--- config.mk ---
export PLATFORM = sky130hd
export DESIGN_NAME = cdtimer_irq
export DESIGN_NICKNAME = d
export VERILOG_FILES = /design/src/rtl/cdt_pkg.sv /design/src/rtl/cdt_prescaler.sv /design/src/rtl/cdt_reload_cnt.sv /design/src/rtl/cdt_irq_stat.sv /design/src/rtl/cdtimer_irq.sv
export SDC_FILE = /design/constraint.sdc
export NUM_CORES = 1
export LEC_CHECK = 0
export CAP_MARGIN = 20
export CELL_PAD_IN_SITES_DETAIL_PLACEMENT = 0
export CELL_PAD_IN_SITES_GLOBAL_PLACEMENT = 1
export CORE_MARGIN = 4
export CORE_UTILIZATION = 50
export DETAILED_ROUTE_END_ITERATION = 10
export DONT_BUFFER_PORTS = 1
export GPL_TIMING_DRIVEN = 0
export PLACE_DENSITY_LB_ADDON = 0.3
export REMOVE_ABC_BUFFERS = 1
export SKIP_LAST_GASP = 1
export SYNTH_ARGS = -nofsm -noshare
export SYNTH_HDL_FRONTEND = slang
export SYNTH_HIERARCHICAL = 1
export SYNTH_SLANG_ARGS = --single-unit
--- constraint.sdc ---
create_clock -name clk -period 3.3 [get_ports clk]
set_input_delay 0.66 -clock clk [delete_from_list [all_inputs] [get_ports clk]]
set_output_delay 0.66 -clock clk [all_outputs]
set_load 0.01 [all_outputs]
--- src/rtl/cdt_pkg.sv ---
package cdt_pkg;

    localparam int          BYTE_W  = 8;
    localparam logic [7:0]  NO_CODE = 8'hFF;
    localparam int          MAX_SRC = 32;

    typedef enum logic [2:0] {
        A_PRE_LO = 3'd0,
        A_PRE_MD = 3'd1,
        A_PRE_HI = 3'd2,
        A_CTRL   = 3'd3,
        A_ISTAT  = 3'd4,
        A_CNT_LO = 3'd5,
        A_CNT_MD = 3'd6,
        A_CNT_HI = 3'd7
    } reg_addr_e;

    // Lowest set index wins; FFh when the vector is empty.
    function automatic logic [7:0] prio_code(input logic [MAX_SRC-1:0] vec, input int n);
        logic [7:0] code;
        code = NO_CODE;
        for (int i = MAX_SRC - 1; i >= 0; i--) begin
            if (i < n && vec[i]) code = 8'(i);
        end
        return code;
    endfunction

endpackage

--- src/rtl/cdt_prescaler.sv ---
module cdt_prescaler #(
    parameter int DIV = 4
) (
    input  logic clk,
    input  logic rst,
    input  logic run,
    output logic tick
);
    localparam int PW = (DIV > 2) ? $clog2(DIV) : 1;
    localparam logic [PW-1:0] LAST = PW'(DIV - 1);

    logic [PW-1:0] phase;

    always_ff @(posedge clk) begin
        if (rst || !run)       phase <= '0;
        else if (phase == LAST) phase <= '0;
        else                    phase <= phase + 1'b1;
    end

    assign tick = run && (phase == LAST);
endmodule

--- src/rtl/cdt_reload_cnt.sv ---
module cdt_reload_cnt #(
    parameter int W = 24
) (
    input  logic         clk,
    input  logic         rst,
    input  logic         run,
    input  logic         tick,
    input  logic [W-1:0] preset,
    output logic [W-1:0] count,
    output logic         expire
);
    logic at_end;
    assign at_end = (count <= W'(1));
    assign expire = run && tick && at_end;

    always_ff @(posedge clk) begin
        if (rst)          count <= '0;
        else if (!run)    count <= preset;
        else if (tick)    count <= at_end ? preset : count - 1'b1;
    end
endmodule

--- src/rtl/cdt_irq_stat.sv ---
module cdt_irq_stat
    import cdt_pkg::*;
#(
    parameter int NSRC = 8
) (
    input  logic            clk,
    input  logic            rst,
    input  logic [NSRC-1:0] src_evt,
    input  logic            ack,
    output logic [7:0]      code,
    output logic            irq_n
);
    logic [NSRC-1:0] pend, pend_nx, clr;

    always_comb begin
        clr = '0;
        for (int i = 0; i < NSRC; i++) begin
            if (ack && code == 8'(i)) clr[i] = 1'b1;
        end
        pend_nx = (pend & ~clr) | src_evt;
    end

    always_ff @(posedge clk) begin
        if (rst) begin
            pend <= '0;
            code <= NO_CODE;
        end else begin
            pend <= pend_nx;
            if (ack || code == NO_CODE)
                code <= prio_code(MAX_SRC'(pend_nx), NSRC);
        end
    end

    assign irq_n = (code == NO_CODE);
endmodule

--- src/rtl/cdtimer_irq.sv ---
module cdtimer_irq
    import cdt_pkg::*;
#(
    parameter int N_EXT    = 7,
    parameter int CNT_W    = 24,
    parameter int PRESCALE = 4
) (
    input  logic             clk,
    input  logic             rst,
    input  logic             wr_en,
    input  logic [2:0]       addr,
    input  logic [7:0]       wr_data,
    output logic [7:0]       rd_data,
    input  logic [N_EXT-1:0] src_req,
    output logic             irq_n
);
    localparam int NBYTES = CNT_W / BYTE_W;
    localparam int NSRC   = N_EXT + 1;

    logic [CNT_W-1:0] preset_q, count;
    logic             en_q, tick, timer_evt, clr_wr;
    logic [N_EXT-1:0] src_q, src_rise;
    logic [NSRC-1:0]  src_evt;
    logic [7:0]       istat;

    for (genvar b = 0; b < NBYTES; b++) begin : g_preset
        always_ff @(posedge clk) begin
            if (rst)
                preset_q[b*BYTE_W +: BYTE_W] <= '0;
            else if (wr_en && addr == 3'(A_PRE_LO) + 3'(b))
                preset_q[b*BYTE_W +: BYTE_W] <= wr_data;
        end
    end

    always_ff @(posedge clk) begin
        if (rst) begin
            en_q  <= 1'b0;
            src_q <= '0;
        end else begin
            if (wr_en && addr == A_CTRL) en_q <= wr_data[0];
            src_q <= src_req;
        end
    end

    assign src_rise = src_req & ~src_q;
    assign src_evt  = {timer_evt, src_rise};
    assign clr_wr   = wr_en && addr == A_ISTAT && wr_data == NO_CODE;

    cdt_prescaler #(.DIV(PRESCALE)) u_presc (
        .clk (clk), .rst (rst), .run (en_q), .tick (tick)
    );

    cdt_reload_cnt #(.W(CNT_W)) u_cnt (
        .clk (clk), .rst (rst), .run (en_q), .tick (tick),
        .preset (preset_q), .count (count), .expire (timer_evt)
    );

    cdt_irq_stat #(.NSRC(NSRC)) u_stat (
        .clk (clk), .rst (rst), .src_evt (src_evt), .ack (clr_wr),
        .code (istat), .irq_n (irq_n)
    );

    always_comb begin
        rd_data = '0;
        for (int b = 0; b < NBYTES; b++) begin
            if (addr == 3'(A_PRE_LO) + 3'(b)) rd_data = preset_q[b*BYTE_W +: BYTE_W];
            if (addr == 3'(A_CNT_LO) + 3'(b)) rd_data = count[b*BYTE_W +: BYTE_W];
        end
        if (addr == A_CTRL)  rd_data = {7'd0, en_q};
        if (addr == A_ISTAT) rd_data = istat;
    end
endmodule

# After elaboration in Yosys (flattened, before gate mapping)
# Cells that the tools add are included.
word_totals:
  in_bits: 21
  ff_bits: 74
  elab_cells: 85
  out_inout_bits: 9
classes:
  n_addsub: 2
  order_cmp: 1
  bitwise_logic: 5
  mux: 27
  reduce_logical: 23
  eq_ne: 18
ops:
  columns: ["cell", "n"]
  rows:
  - ["$mux 8", 16]
  - ["$mux 24", 3]
  - ["$eq 8x3->1 const B", 4]
  - ["$le 24x1->1 const B", 1]
  - ["$sub 24x1->24 const B", 1]
  - ["$logic_and 1x1->1", 17]
  - ["$eq 8x2->1 const B", 2]
  - ["$eq 8x8->1 const B", 2]
  - ["$eq 3x3->1 const B", 4]
  - ["$and 8x8->8", 1]
  - ["$eq 8x1->1 const B", 1]
  - ["$logic_not 8->1", 1]
  - ["$mux 1", 8]
  - ["$not 8->8", 1]
  - ["$or 8x8->8", 1]
  - ["$and 7x7->7", 1]
  - ["$not 7->7", 1]
  - ["$eq 3x2->1 const B", 2]
  - ["$eq 3x1->1 const B", 1]
  - ["$logic_not 3->1", 1]
  - ["$add 2x1->2 const B", 1]
  - ["$eq 2x2->1 const B", 1]
  - ["$logic_or 1x1->1", 2]
  - ["$ne 2x1->1 const B", 1]
  - ["2 further kinds", 2]

# Logic depth before layout (Yosys ltp)
depth:
  word_depth: 16
  mapped_depth: 10

# Cells and area by module
# The synthesis kept the hierarchy.
by_module_without_submodules:
  columns: ["mod", "area_each_um2", "instances", "seq_area_each_um2", "cells_per_inst"]
  rows:
  - ["cdt_reload_cnt", 1701.6, 1, 480.5, 204]
  - ["cdtimer_irq", 1691.6, 1, 640.6, 179]
  - ["cdt_irq_stat", 603.1, 1, 240.2, 71]
  - ["cdt_prescaler", 86.3, 1, 40.0, 6]

# Worst setup path after synthesis
# Ideal clock, no wire load.
synth_timing:
  kind: "input to register"
  from: "input addr[0]"
  to: "register u_stat.code[1]"
  path_stages: 10
  slack_ns: 0.827
  setup_ns: 0.120
  arrival_time_ns: 2.353
  path_cell_list: "buf_4 > buf_6 > nor3b_2 > nand4_1 > nor3_1 > nor3b_2 > nand3_1 > a21o_1 > a211oi_2 > o21ai_1"
synth_via:
  elab_chain_cells: 15
synth_lines:
  columns: ["item", "line_no", "rtl"]
  rows:
  - ["from (decl)", "cdtimer_irq.sv:11", "input logic [2:0] addr,"]
  - ["$eq 3x3->1 *", "cdtimer_irq.sv:47", "assign clr_wr = wr_en && addr == A_ISTAT && wr_data == NO_CODE;"]
  - ["$logic_and 1x1->1 * (2 in a row)", "cdtimer_irq.sv:47", null]
  - ["via clr_wr", "cdtimer_irq.sv:21", "logic en_q, tick, timer_evt, clr_wr;"]
  - ["$logic_and 1x1->1", "cdt_irq_stat.sv:18", "if (ack && code == 8'(i)) clr[i] = 1'b1;"]
  - ["$mux 1", "cdt_irq_stat.sv:18", null]
  - ["$not 8->8", "cdt_irq_stat.sv:20", "pend_nx = (pend & ~clr) | src_evt;"]
  - ["$and 8x8->8", "cdt_irq_stat.sv:20", null]
  - ["$or 8x8->8", "cdt_irq_stat.sv:20", null]
  - ["$mux 8 (7 in a row)", "cdt_pkg.sv:23", "if (i < n && vec[i]) code = 8'(i);"]
  - ["to (signal assigned)", "cdt_irq_stat.sv:30", "code <= prio_code(MAX_SRC'(pend_nx), NSRC);"]
  - ["to (decl)", "cdt_irq_stat.sv:10", "output logic [7:0] code,"]
# Mark *: on every way through the listed nets, which the timed path passes. The rest lies on a longest branch.
# A chain may end at the register's enable or synchronous reset.

# Worst setup path after layout
layout_timing:
  from: "register en_q"
  to: "register u_cnt.count[7]"
layout_via:
  elab_chain_cells: 2
layout_lines:
  columns: ["item", "line_no", "rtl"]
  rows:
  - ["from (decl)", "cdtimer_irq.sv:21", null]
  - ["from (signal assigned)", "cdtimer_irq.sv:40", "if (wr_en && addr == A_CTRL) en_q <= wr_data[0];"]
  - ["$logic_and 1x1->1", "cdt_prescaler.sv:20", "assign tick = run && (phase == LAST);"]
  - ["via tick", "cdtimer_irq.sv:21", null]
  - ["$ne 2x1->1 (no line)", null, null]
  - ["to (signal assigned)", "cdt_reload_cnt.sv:18", "else if (!run) count <= preset;"]
  - ["to (signal assigned)", "cdt_reload_cnt.sv:19", "else if (tick) count <= at_end ? preset : count - 1'b1;"]
  - ["to (decl)", "cdt_reload_cnt.sv:9", "output logic [W-1:0] count,"]
# The timed path passes the listed nets, and every way through them passes these cells.

==> results.cfg <==
[placement]
gp_congestion = 0.981
portBuffers = 0
place_area_mm2 = 0.00400
hpwl_mm = 8.24

[finish]
area_delta_synth_final_pct = 4.05
diodes = 0
drive_gt1_share_pct = 12.5
layout.nets = 467
fill_cells = 750
stdcell_area_mm2 = 0.00425
final_util_pct = 54.1

[critical_path]
path_class = flip-flop to flip-flop
crit_slowest_cell = dfxtp_2
worstPathArrival_ps = 3270
required_ps = 3570
endpoint_kind = flip-flop
cp-start-kind = flip-flop
crit_chain = and2_1, nand3_1, or4_1, or4_2, a31oi_1
max_stage_delay_ps = 690
ff2ff_path_depth = 5
worstPathMaxFanout = 23

[die]
dieHeight_um = 98.4
ios = 30
die_w_um = 98.4
dieArea_mm2 = 0.00967
placeableCoreArea_mm2 = 0.00785
placementRows = 32
start_util_pct = 52.0

[timing]
tightest_slew_ps = 866
setup_viol = 0
finClkSkew_ps = 7.55
post-route-period-util_pct = 90.7
rsz0062_at_grt = no
slew_headroom_pct = 42.1
fin_crit_ps = 2990
finalHoldViolations = 0
fmax_mhz = 334
drv_slew = 0

[grt]
grt_usage_pct = 24.1
grt_pass1_wl_mm = 18.5
grt_max_degree = 77
first_global_vias = 3475
antenna_found_initial = 0
grt.overflow.total = 0

[drt]
vias = 3638
drcViolationCount = 0
final_antenna_net_count = 0
wl_per_cell_um = 21.3
first_pass_iters = 5
routed_via_density = 6.61
drt_iter0_drc = 257
routed_wl_mm = 11.7

[synth]
postSynthCellCount = 460
yosysUniqueCellTypes = 78
yosys_warnings = 6
synth_seq_cells = 70
synth_seq_area_share_pct = 34.3
ys.flop_type = dfxtp_1
syn_avg_cell_area_um2 = 8.88
synth_edf_count = 0
netlist_area_mm2 = 0.00408
async_reset_ff_share_pct = 0

[clock_network]
cts_tree = yes
numCtsBuffers = 9
htreeDepth = 3
root_buffer = clkbuf_8
clk_pin_slew_worst_paths_ps = 70
clock_path_buffers = 2
cts.sinks = 70
clock_latency_ps = 350
ctsHoldBuffers = 0

[power]
pwr_density_cell_mw_per_mm2 = 512
total_power_mw = 2.17
leakage_nw = 1.46
vdd_ir_drop_max_uv = 261

[outcome]
status = finished, final reports clean

[hold_path]
hold_depth = 1
hp-class = input port to flip-flop

[run]
maxCapViolCount = 0
## logic make-up (layout without fill, tap and decap cells)
group / after synthesis / in the layout / share of synthesized area (%)
and+or+nand+nor: 211 / 211 / 29.4
buffers and inverters: 36 / 24 / 5.88
muxes: 31 / 31 / 8.80
DFF: 70 / 70 / 34.3
adders and majority gates: 3 / 3 / 0.919
xor gates and xnor gates: 2 / 2 / 0.429
AOI/OAI and AO/OA: 107 / 107 / 20.2
## power breakdown
group	switching, mW	internal (mW)	leakage (nW)
Clock	0.335	0.506	0.118
Combinational	0.200	0.149	0.770
Sequential	0.0903	0.893	0.571
Total	0.625	1.55	1.46
## registers in the layout (all words and copies together) (netlist names)
name           flops
u_presc/phase      2
preset_q          24
u_cnt/count       24
u_stat/code        4
src_q              7
en_q               1
u_stat/pend        8
## cell usage in the layout (no fill, tap or decap), drive strengths merged, types with 7 or more instances in the layout
master,n
a21oi,24
o21ai,10
nor2,58
o211ai,7
nand3b,7
a221oi,8
nand2,43
nand3,12
a31oi,9
dfxtp,70
or4,10
nor4,12
clkbuf,11
nor3,12
nor2b,18
mux2i,22
## final cells by class
type / count / area, um^2 / share of cell area [%]
clock buffer: 11 / 131 / 3.09
clock inverter: 5 / 108 / 2.53
inverter: 6 / 22.5 / 0.530
multi-input combinational: 354 / 2440 / 57.5
sequential: 70 / 1400 / 33.0
tap: 102 / 128 / 3.00
timing repair buffer: 2 / 15.0 / 0.353
## critical path: cells and delay by family, from the launching register on
kind | cells | cell delay [ps]
and+or+nand+nor | 4 | 2030
DFF | 1 | 690
AOI/OAI and AO/OA | 1 | 180
## synthesized netlist by cell type (3+ instances only)
| master | instances | area share, % |
|---|---|---|
| dfxtp_1 | 70 | 34 |
| nor2_1 | 58 | 5.3 |
| nand2_1 | 43 | 4.0 |
| mux2i_1 | 22 | 5.4 |
| a21oi_1 | 19 | 2.3 |
| nor2b_1 | 18 | 2.8 |
| nand3_1 | 12 | 1.5 |
| nor3_1 | 11 | 1.3 |
| a31oi_1 | 9 | 1.4 |
| buf_4 | 9 | 1.7 |
| nor4_1 | 9 | 1.4 |
| a221oi_1 | 8 | 1.7 |
| o21ai_0 | 8 | 0.98 |
| buf_6 | 7 | 1.9 |
| nand3b_1 | 7 | 1.3 |
| o211ai_1 | 7 | 1.3 |
| or4_1 | 7 | 1.3 |
| buf_2 | 6 | 0.74 |
| clkbuf_1 | 6 | 0.55 |
| inv_1 | 6 | 0.55 |
| mux2_2 | 6 | 1.7 |
| nand4_1 | 6 | 0.92 |
| nand4b_1 | 6 | 1.3 |
| a21oi_2 | 5 | 1.1 |
| a22oi_1 | 5 | 0.92 |
| and2_1 | 4 | 0.61 |
| o22ai_1 | 4 | 0.61 |
| o31ai_1 | 4 | 0.74 |
| a211oi_1 | 3 | 0.55 |
| a21o_1 | 3 | 0.55 |
| a311oi_1 | 3 | 0.64 |
| and3_1 | 3 | 0.46 |
| and4bb_2 | 3 | 0.92 |
| ha_1 | 3 | 0.92 |
| nor4b_1 | 3 | 0.64 |
## metal layers
metal | vias to the layer above | share of wire (%) | GRT usage (%)
met5 | - | 0 | 0
met4 | 0 | 2.3 | 7.04
met3 | 24 | 7.2 | 5.79
met2 | 152 | 49 | 40.1
met1 | 1766 | 42 | 30.9
li1 | 1696 | - | -
## repair_timing
action	in CTS	in global routing
setup buffers	0	0
gates resized for setup	1	0
setup endpoints to repair	1	0
## stage by stage
step	hold slack, ps	std cells	setup WS, ps	TNS [ps]
floorplan	419	430	732	0
global placement	424	532	44.6	0
detailed placement	437	533	-16.7	-16.7
CTS	374	549	335	0
global route	371	550	132	0
finish	384	550	307	0
## path summary, 6_finish.rpt
check                                   start                      endpoint  slack [ps]
hold reg to reg   u_presc/phase[0]$_SDFF_PP0_   u_presc/phase[0]$_SDFF_PP0_         440
hold / removal                            rst  u_cnt/count[16]$_SDFFE_PP0P_         380
setup / recovery            en_q$_SDFFE_PP0P_   u_cnt/count[7]$_SDFFE_PP0P_         310
setup reg to reg            en_q$_SDFFE_PP0P_   u_cnt/count[7]$_SDFFE_PP0P_         310
Note: power is estimated with default switching activity, not from simulation.
